==> config.mk <==
export PLATFORM = sky130hd
export DESIGN_NAME = wdog_keyed_top
export DESIGN_NICKNAME = d
export VERILOG_FILES = /design/src/rtl/wdog_pkg.sv /design/src/rtl/wdog_regs.sv /design/src/rtl/wdog_tick.sv /design/src/rtl/wdog_count.sv /design/src/rtl/wdog_keyed_top.sv
export SDC_FILE = /design/constraint.sdc
export NUM_CORES = 1
export LEC_CHECK = 0
export ABC_AREA = 1
export BUFFER_PORTS_ARGS = -buffer_cell sky130_fd_sc_hd__buf_2
export CAP_MARGIN = 15
export CORE_MARGIN = 4
export CORE_UTILIZATION = 60
export DETAILED_ROUTE_END_ITERATION = 7
export PLACE_DENSITY = 0.79
export SKIP_LAST_GASP = 1
export SYNTH_ARGS = -nofsm -noshare
export SYNTH_HDL_FRONTEND = slang
export SYNTH_SLANG_ARGS = --single-unit
==> constraint.sdc <==
create_clock -name clk -period 4.8 [get_ports clk]
set_input_delay 1.2 -clock clk [delete_from_list [all_inputs] [get_ports clk]]
set_output_delay 1.2 -clock clk [all_outputs]
set_load 0.005 [all_outputs]
==> src/rtl/wdog_pkg.sv <==
package wdog_pkg;
  localparam int OFS_STATUS  = 'h0;
  localparam int OFS_RELOAD  = 'h4;
  localparam int OFS_RESTART = 'h8;
  localparam int OFS_CTRL    = 'hC;

  localparam int CB_EN    = 0;
  localparam int CB_RST   = 1;
  localparam int CB_IRQ   = 2;
  localparam int CB_TSEL  = 4;
  localparam int CB_SCOPE = 5;

  localparam logic [31:0] RESTART_KEY = 32'h0000_4755;

  typedef struct packed {
    logic scope_full;
    logic tick_sel;
    logic irq_en;
    logic rst_en;
    logic en;
  } wd_ctrl_t;
endpackage

==> src/rtl/wdog_regs.sv <==
module wdog_regs
  import wdog_pkg::*;
#(
  parameter int ADDR_W = 4,
  parameter int DATA_W = 32,
  parameter int CNT_W  = 32,
  parameter logic [DATA_W-1:0] RELOAD_RST = 32'h03EF_1480
) (
  input  logic              clk,
  input  logic              rst,
  input  logic [ADDR_W-1:0] addr,
  input  logic              wr,
  input  logic [DATA_W-1:0] wdata,
  input  logic [CNT_W-1:0]  cnt_val,
  output wd_ctrl_t          ctrl_q,
  output logic [DATA_W-1:0] reload_q,
  output logic              load_req,
  output logic [DATA_W-1:0] rdata
);
  logic hit_status, hit_reload, hit_restart, hit_ctrl;
  logic key_ok, en_rise;
  logic [DATA_W-1:0] ctrl_word, rd_next;

  assign hit_status  = (addr == ADDR_W'(OFS_STATUS));
  assign hit_reload  = (addr == ADDR_W'(OFS_RELOAD));
  assign hit_restart = (addr == ADDR_W'(OFS_RESTART));
  assign hit_ctrl    = (addr == ADDR_W'(OFS_CTRL));

  assign key_ok   = wr && hit_restart && (wdata == DATA_W'(RESTART_KEY));
  assign en_rise  = wr && hit_ctrl && wdata[CB_EN] && !ctrl_q.en;
  assign load_req = key_ok || en_rise;

  always_comb begin
    ctrl_word = '0;
    ctrl_word[CB_EN]    = ctrl_q.en;
    ctrl_word[CB_RST]   = ctrl_q.rst_en;
    ctrl_word[CB_IRQ]   = ctrl_q.irq_en;
    ctrl_word[CB_TSEL]  = ctrl_q.tick_sel;
    ctrl_word[CB_SCOPE] = ctrl_q.scope_full;
  end

  always_comb begin
    rd_next = '0;
    if (hit_status)      rd_next = DATA_W'(cnt_val);
    else if (hit_reload) rd_next = reload_q;
    else if (hit_ctrl)   rd_next = ctrl_word;
  end

  always_ff @(posedge clk) begin
    if (rst) begin
      ctrl_q   <= '0;
      reload_q <= RELOAD_RST;
      rdata    <= '0;
    end else begin
      rdata <= rd_next;
      if (wr && hit_reload) reload_q <= wdata;
      if (wr && hit_ctrl) begin
        ctrl_q.en         <= wdata[CB_EN];
        ctrl_q.rst_en     <= wdata[CB_RST];
        ctrl_q.irq_en     <= wdata[CB_IRQ];
        ctrl_q.tick_sel   <= wdata[CB_TSEL];
        ctrl_q.scope_full <= wdata[CB_SCOPE];
      end
    end
  end
endmodule

==> src/rtl/wdog_tick.sv <==
module wdog_tick (
  input  logic sel_ext,
  input  logic ext_tick,
  output logic step
);
  assign step = sel_ext ? ext_tick : 1'b1;
endmodule

==> src/rtl/wdog_count.sv <==
module wdog_count #(
  parameter int CNT_W = 32,
  parameter logic [CNT_W-1:0] CNT_RST = 32'h03EF_1480
) (
  input  logic             clk,
  input  logic             rst,
  input  logic             run,
  input  logic             step,
  input  logic             load,
  input  logic [CNT_W-1:0] reload,
  input  logic             irq_en,
  input  logic             rst_en,
  output logic [CNT_W-1:0] cnt,
  output logic             expire,
  output logic             irq,
  output logic             sys_rst
);
  logic at_zero;
  assign at_zero = (cnt == '0);

  always_ff @(posedge clk) begin
    if (rst) begin
      cnt     <= CNT_RST;
      expire  <= 1'b0;
      irq     <= 1'b0;
      sys_rst <= 1'b0;
    end else begin
      expire  <= 1'b0;
      irq     <= 1'b0;
      sys_rst <= 1'b0;
      if (load) begin
        cnt <= reload;
      end else if (run && step) begin
        if (at_zero) begin
          cnt     <= reload;
          expire  <= 1'b1;
          irq     <= irq_en;
          sys_rst <= rst_en;
        end else begin
          cnt <= cnt - 1'b1;
        end
      end
    end
  end
endmodule

==> src/rtl/wdog_keyed_top.sv <==
module wdog_keyed_top
  import wdog_pkg::*;
#(
  parameter int ADDR_W = 4,
  parameter int DATA_W = 32,
  parameter int CNT_W  = 32,
  parameter logic [DATA_W-1:0] RELOAD_RST = 32'h03EF_1480
) (
  input  logic              clk,
  input  logic              rst,
  input  logic [ADDR_W-1:0] bus_addr,
  input  logic              bus_wr,
  input  logic [DATA_W-1:0] bus_wdata,
  output logic [DATA_W-1:0] bus_rdata,
  input  logic              tick_1mhz,
  output logic              expire_evt,
  output logic              irq_req,
  output logic              sys_rst_req,
  output logic              scope_full
);
  wd_ctrl_t          ctrl_q;
  logic [DATA_W-1:0] reload_q;
  logic              load_req;
  logic              step;
  logic              ctrl_en;
  logic [CNT_W-1:0]  cnt_q;

  wdog_regs #(
    .ADDR_W(ADDR_W), .DATA_W(DATA_W), .CNT_W(CNT_W), .RELOAD_RST(RELOAD_RST)
  ) u_regs (
    .clk(clk), .rst(rst), .addr(bus_addr), .wr(bus_wr), .wdata(bus_wdata),
    .cnt_val(cnt_q), .ctrl_q(ctrl_q), .reload_q(reload_q),
    .load_req(load_req), .rdata(bus_rdata)
  );

  wdog_tick u_tick (
    .sel_ext(ctrl_q.tick_sel), .ext_tick(tick_1mhz), .step(step)
  );

  wdog_count #(
    .CNT_W(CNT_W), .CNT_RST(CNT_W'(RELOAD_RST))
  ) u_count (
    .clk(clk), .rst(rst), .run(ctrl_q.en), .step(step), .load(load_req),
    .reload(CNT_W'(reload_q)), .irq_en(ctrl_q.irq_en), .rst_en(ctrl_q.rst_en),
    .cnt(cnt_q), .expire(expire_evt), .irq(irq_req), .sys_rst(sys_rst_req)
  );

  assign ctrl_en    = ctrl_q.en;
  assign scope_full = ctrl_q.scope_full;
endmodule

; After elaboration in Yosys (flattened, before gate mapping)
; Cells that the tools add are included.
[totals]
ff_bits = 104
word_cells = 40
[classes]
add_sub_neg = 1
eq_ne = 4
muxes = 8
n_bitwise = 2
n_reduce_logical = 14
[op_table]
columns = op, count
row1 = 32-bit 2-to-1 mux, 5
row2 = "32-bit by 15-bit equality test with 1-bit output, second input constant", 1
row3 = 32-bit logical NOT, 1
row4 = "32-bit by 1-bit subtractor with 32-bit output, second input constant", 1
row5 = "4-bit equality test, second input constant", 2
row6 = 1-bit logical AND, 7
row7 = 6-bit 2-to-1 mux, 1
row8 = "4-bit by 3-bit equality test with 1-bit output, second input constant", 1
row9 = 4-bit logical NOT, 1
row10 = 4-bit OR reduction, 1
row11 = 3-bit OR reduction, 1
row12 = 1-bit 2-to-1 mux, 2
row13 = 1-bit NOT, 2
row14 = 2-bit nonzero test, 1
row15 = 1-bit logical NOT, 1
row16 = 1-bit logical OR, 1

; Longest topological paths before layout
[depth]
word_depth = 6
depth_mapped = 14

; Modules after synthesis
; From an unflattened synthesis, not the netlist that was laid out.
[unflattened]
hier_cells = 768
hier_area_um2 = 5337.6
[by_module_without_submodules]
columns = module, instances, cells_each, area_each_um2, seq_area_each_um2
row1 = wdog_regs, 1, 353, 2707.6, 1381.3
row2 = wdog_count, 1, 413, 2622.5, 700.7
row3 = wdog_tick, 1, 2, 7.5, 0.0

; Worst setup path before layout
; Ideal clock, no wire load.
[synth_path]
path_kind = input -> register
from = in bus_addr[1]
to = reg u_regs.reload_q[5]
arrival_ns = 2.291
t_required_ns = 4.683
setup_slack_ns = 2.392
path_stages = 9
n_path_buf = 1
path_cell_list = nor2_4 inv_1 nor3_4 inv_2 nor2_4 inv_2 buf_6 o21ai_1 a21oi_1
[synth_between]
elab_chain_len = 2
[synth_rtl]
columns = item, line
row1 = from (decl), wdog_keyed_top.sv:11  ; input logic [ADDR_W-1:0] bus_addr,
row2 = 4-bit by 3-bit equality test with 1-bit output, wdog_regs.sv:25  ; assign hit_reload = (addr == ADDR_W'(OFS_RELOAD));
row3 = 1-bit logical AND, wdog_regs.sv:56  ; if (wr && hit_reload) reload_q <= wdata;
row4 = to (signal assigned), wdog_regs.sv:56
row5 = to (decl), wdog_regs.sv:16  ; output logic [DATA_W-1:0] reload_q,
; Every way passes these cells.
; A chain may end at the register's enable or synchronous reset.

; Worst setup path in the final report
[layout_path]
from = in bus_addr[1]
to = reg u_count.cnt[24]
[layout_between]
elab_chain_len = 6
elab_cells_between_ends = 10
classes_between = eq/ne: 2 / mux: 1 / reduce/logical: 7
[layout_rtl]
columns = item, line
row1 = 4-bit equality test, wdog_regs.sv:27  ; assign hit_ctrl = (addr == ADDR_W'(OFS_CTRL));
row2 = 1-bit logical AND (3 in a row), wdog_regs.sv:30  ; assign en_rise = wr && hit_ctrl && wdata[CB_EN] && !ctrl_q.en;
row3 = 1-bit logical OR (*), wdog_regs.sv:31  ; assign load_req = key_ok || en_rise;
row4 = 32-bit 2-to-1 mux or 2-bit nonzero test (tied branches), n/a
row5 = to (signal assigned), wdog_count.sv:32  ; cnt <= reload;
row6 = to (signal assigned), wdog_count.sv:35  ; cnt <= reload;
row7 = to (signal assigned), wdog_count.sv:40  ; cnt <= cnt - 1'b1;
row8 = to (decl), wdog_count.sv:13  ; output logic [CNT_W-1:0] cnt,
; Every way passes the cells marked *; elsewhere a longest branch is shown, timed or not.

==> flow_metrics.tcl <==
set metrics [dict create \
    synth.ff_latch_count 104 \
    htreeDepth 3 \
    synth_top_area_share 0.390 \
    cts.clk_slew.worst_paths_ns 0.10 \
    drt_iter0_markers 363 \
    crit_slowest_cell "nor2_4" \
    cts_resized 0 \
    io_pins 76 \
    fmax_mhz 315 \
    critPathLaunchType "input port" \
    slowest_delay_ns 0.62 \
    firstDrtPassIters 5 \
    nFillCells 815 \
    dieArea_um2 10500 \
    antenna_found_initial 0 \
    ys_warn_count 0 \
    layout_worst_path_cycle_share 0.661 \
    yosysTopAreaCell "dfxtp_1" \
    outcome "finished, final reports clean" \
    core_area_um2 8680 \
    clock_latency_ns 0.38 \
    slew_headroom 0.316 \
    hold_start "u_regs.reload_q[22]$_SDFFE_PP1P_" \
    cts_buffer_depth 2 \
    cp_max_fo 33 \
    worst_pin_slew_ns 1.02 \
    fin_cells 974 \
    worstPathArrival_ns 3.44 \
    critPathMostFrequentCell "nor2_4" \
    dpl.hpwl_um 9760 \
    hold_buffers 0 \
    cts-root-buf "clkbuf_8" \
    maxSlewViolCount 0 \
    grt_pass1_wl_um 23000 \
    vias 5298 \
    postCtsSetupBuffers 0 \
    numCtsBuffers 9 \
    drc_errors 0 \
    synth_fp_nets 845 \
    grt.overflow.total 0 \
    swShare 0.256 \
    powerDensity_nw_per_um2 269 \
    crit_chain "buf_2, nor2_4, buf_4, nand3_2, nor2_4, nand3_2, nand2_2, nor2_4, clkinv_4, o21ai_0, o21bai_1" \
    setup_viol 0 \
    fin_ws_ns 1.63 \
    power_mw 1.59 \
    grt_max_degree 44 \
    drt-total-wl_um 13800 \
    syn_area_um2 5330 \
    grt_pass1_vias 4980 \
    power.leakage_nw 2.79 \
    rows 34 \
    cts_tree "built" \
    syn_to_final_growth_pct 10.7 \
    fin_hold_ws_ns 0.465 \
    wire_per_inst_um 14.1 \
    min_period_ns 3.17 \
    finalSetupTns_ns 0 \
    cp_data_required_time_ns 5.07 \
    rsz0062_at_grt "false" \
    crit_path_end_kind "register" \
    die_h_um 102 \
    initial_core_util 0.615 \
    gp_congestion 0.949 \
    final_nets 903 \
    die_x_um 102 \
    worst-setup-path-type "input port to register" \
    synth.avg_cell_area_um2 6.64 \
    pre_cts_ws_ns 1.28 \
    track_usage 0.277 \
    syn-instance-count 803 \
    synth.distinct_cells 32 \
    power.share.clock 0.355 \
    seq_area_frac_synth 0.390 \
    drive_gt1_frac 0.133 \
    crit_start "bus_addr[1]" \
    r2r_start "u_count.cnt[20]$_SDFFE_PP0P_" \
    hold_violations 0 \
    hp-class "register to register" \
    antennaDiodeCount 0 \
    dp.cells 958 \
    synth.area.top_cells "dfxtp_1, nand2_1, inv_1" \
    cts_sinks 104 \
    combPwrFrac 0.087 \
    finClkSkew_ns 0.0176 \
    p_sw_uw 406 \
    ant_nets 0 \
    power_frac_seq 0.558 \
    max-cap-violations 0 \
    place.port_buffers 75 \
    p_int_mw 1.18 \
    ir_worst_vdd_mv 0.165 \
    vias_per_cell 5.44 \
]
## cell usage after synthesis
library cell / number
nand3_1: 66
buf_1: 1
buf_6: 6
nand3_2: 5
nor2_1: 81
inv_1: 116
o21ai_0: 38
nand2_1: 206
clkinv_1: 1
a21oi_1: 70
o21bai_1: 2
inv_2: 3
xor2_1: 16
xnor2_1: 5
clkinv_4: 1
nor2_4: 5
buf_2: 7
o211ai_1: 20
ha_1: 2
nor2_2: 2
nor3_4: 1
dfxtp_1: 104
o221ai_1: 1
nand2_2: 1
o22ai_1: 4
nor3_1: 5
clkbuf_1: 18
or3_1: 1
nand4_1: 4
nand3b_1: 1
o21ai_1: 7
buf_4: 3
## flip-flops by register name, summed over array words and instances (netlist names)
signal and flops:
u_count.cnt 32, u_count.expire 1, u_regs.rdata 32, u_regs.reload_q 32
u_count.sys_rst 1, u_count.irq 1, u_regs.ctrl_q 5
## metal layers
metal  up-vias  part of all wire  GRT usage
met2       239              0.48      0.467
li1       2648                 -          -
met3        29             0.087     0.0526
met4         0             0.023     0.0928
met1      2382              0.41      0.356
met5         -                 0          0
## worst paths after layout
kind | slack, ns | endpoint | cells past startpoint
min reg2reg | 0.46 | u_regs.rdata[22]$_SDFF_PP0_ | 2
max | 1.63 | u_count.cnt[24]$_SDFFE_PP1P_ | 11
min | 0.46 | u_regs.rdata[22]$_SDFF_PP0_ | 2
max reg2reg | 2.47 | u_count.cnt[8]$_SDFFE_PP0P_ | 9
## worst max-delay path: cells and delay by family
| family | cells | cell delay [ns] |
|---|---|---|
| buffers and inverters | 3 | 0.76 |
| AND/OR/NAND/NOR | 6 | 1.11 |
| AO/OA/AOI/OAI | 2 | 0.35 |
## cell families after synthesis
| logic type | share of synthesized area |
|---|---|
| simple gates | 0.302 |
| buf+inv | 0.123 |
| flops | 0.390 |
| fa+ha+maj | 0.00469 |
| xor+xnor | 0.0345 |
| compound gates | 0.145 |
## cells in the final DEF (no fill, tap or decap), types with 2 or more instances in the layout
cell type     n
nor3_1        5
clkinvlp_4    2
nand3_2       5
clkbuf_8     10
o22ai_1       4
nand3_1      66
ha_1          2
dfxtp_1     104
xor2_1       16
nor2_4        5
buf_4         7
a21oi_1      70
o21ai_0      38
nand2_1     206
inv_6         2
o21bai_1      2
nand4_1       4
nor2_2        2
inv_2         3
nor2_1       81
o21ai_1       7
xnor2_1       5
inv_1       116
buf_2        75
o211ai_1     20
## layout make-up
| class | count | area, um^2 | area share |
|---|---|---|---|
| Multi-Input combinational cell | 543 | 2600 | 0.440 |
| Sequential cell | 104 | 2080 | 0.353 |
| Inverter | 121 | 459 | 0.0778 |
| Timing Repair Buffer | 82 | 428 | 0.0725 |
| Clock buffer | 11 | 141 | 0.0239 |
| Tap cell | 108 | 135 | 0.0229 |
| Clock inverter | 5 | 62.6 | 0.0106 |
## power groups by stage
stage / logic [mW] / clock network, mW / registers [mW]
2_1_floorplan: 0.0881 / 0 / 0.905
3_3_place_gp: 0.133 / 0 / 0.907
3_5_place_dp: 0.136 / 0 / 0.907
4_1_cts: 0.137 / 0.576 / 0.887
5_1_grt: 0.155 / 0.610 / 0.889
6_report: 0.138 / 0.565 / 0.887
## through the flow
stage | cell area (um^2) | utilization
6_report | 5900 | 0.680
5_1_grt | 5900 | 0.680
4_1_cts | 5900 | 0.680
3_5_place_dp | 5700 | 0.657
3_3_place_gp | 5700 | 0.657
2_1_floorplan | 5330 | -
Power figures use the tool's default switching activity.
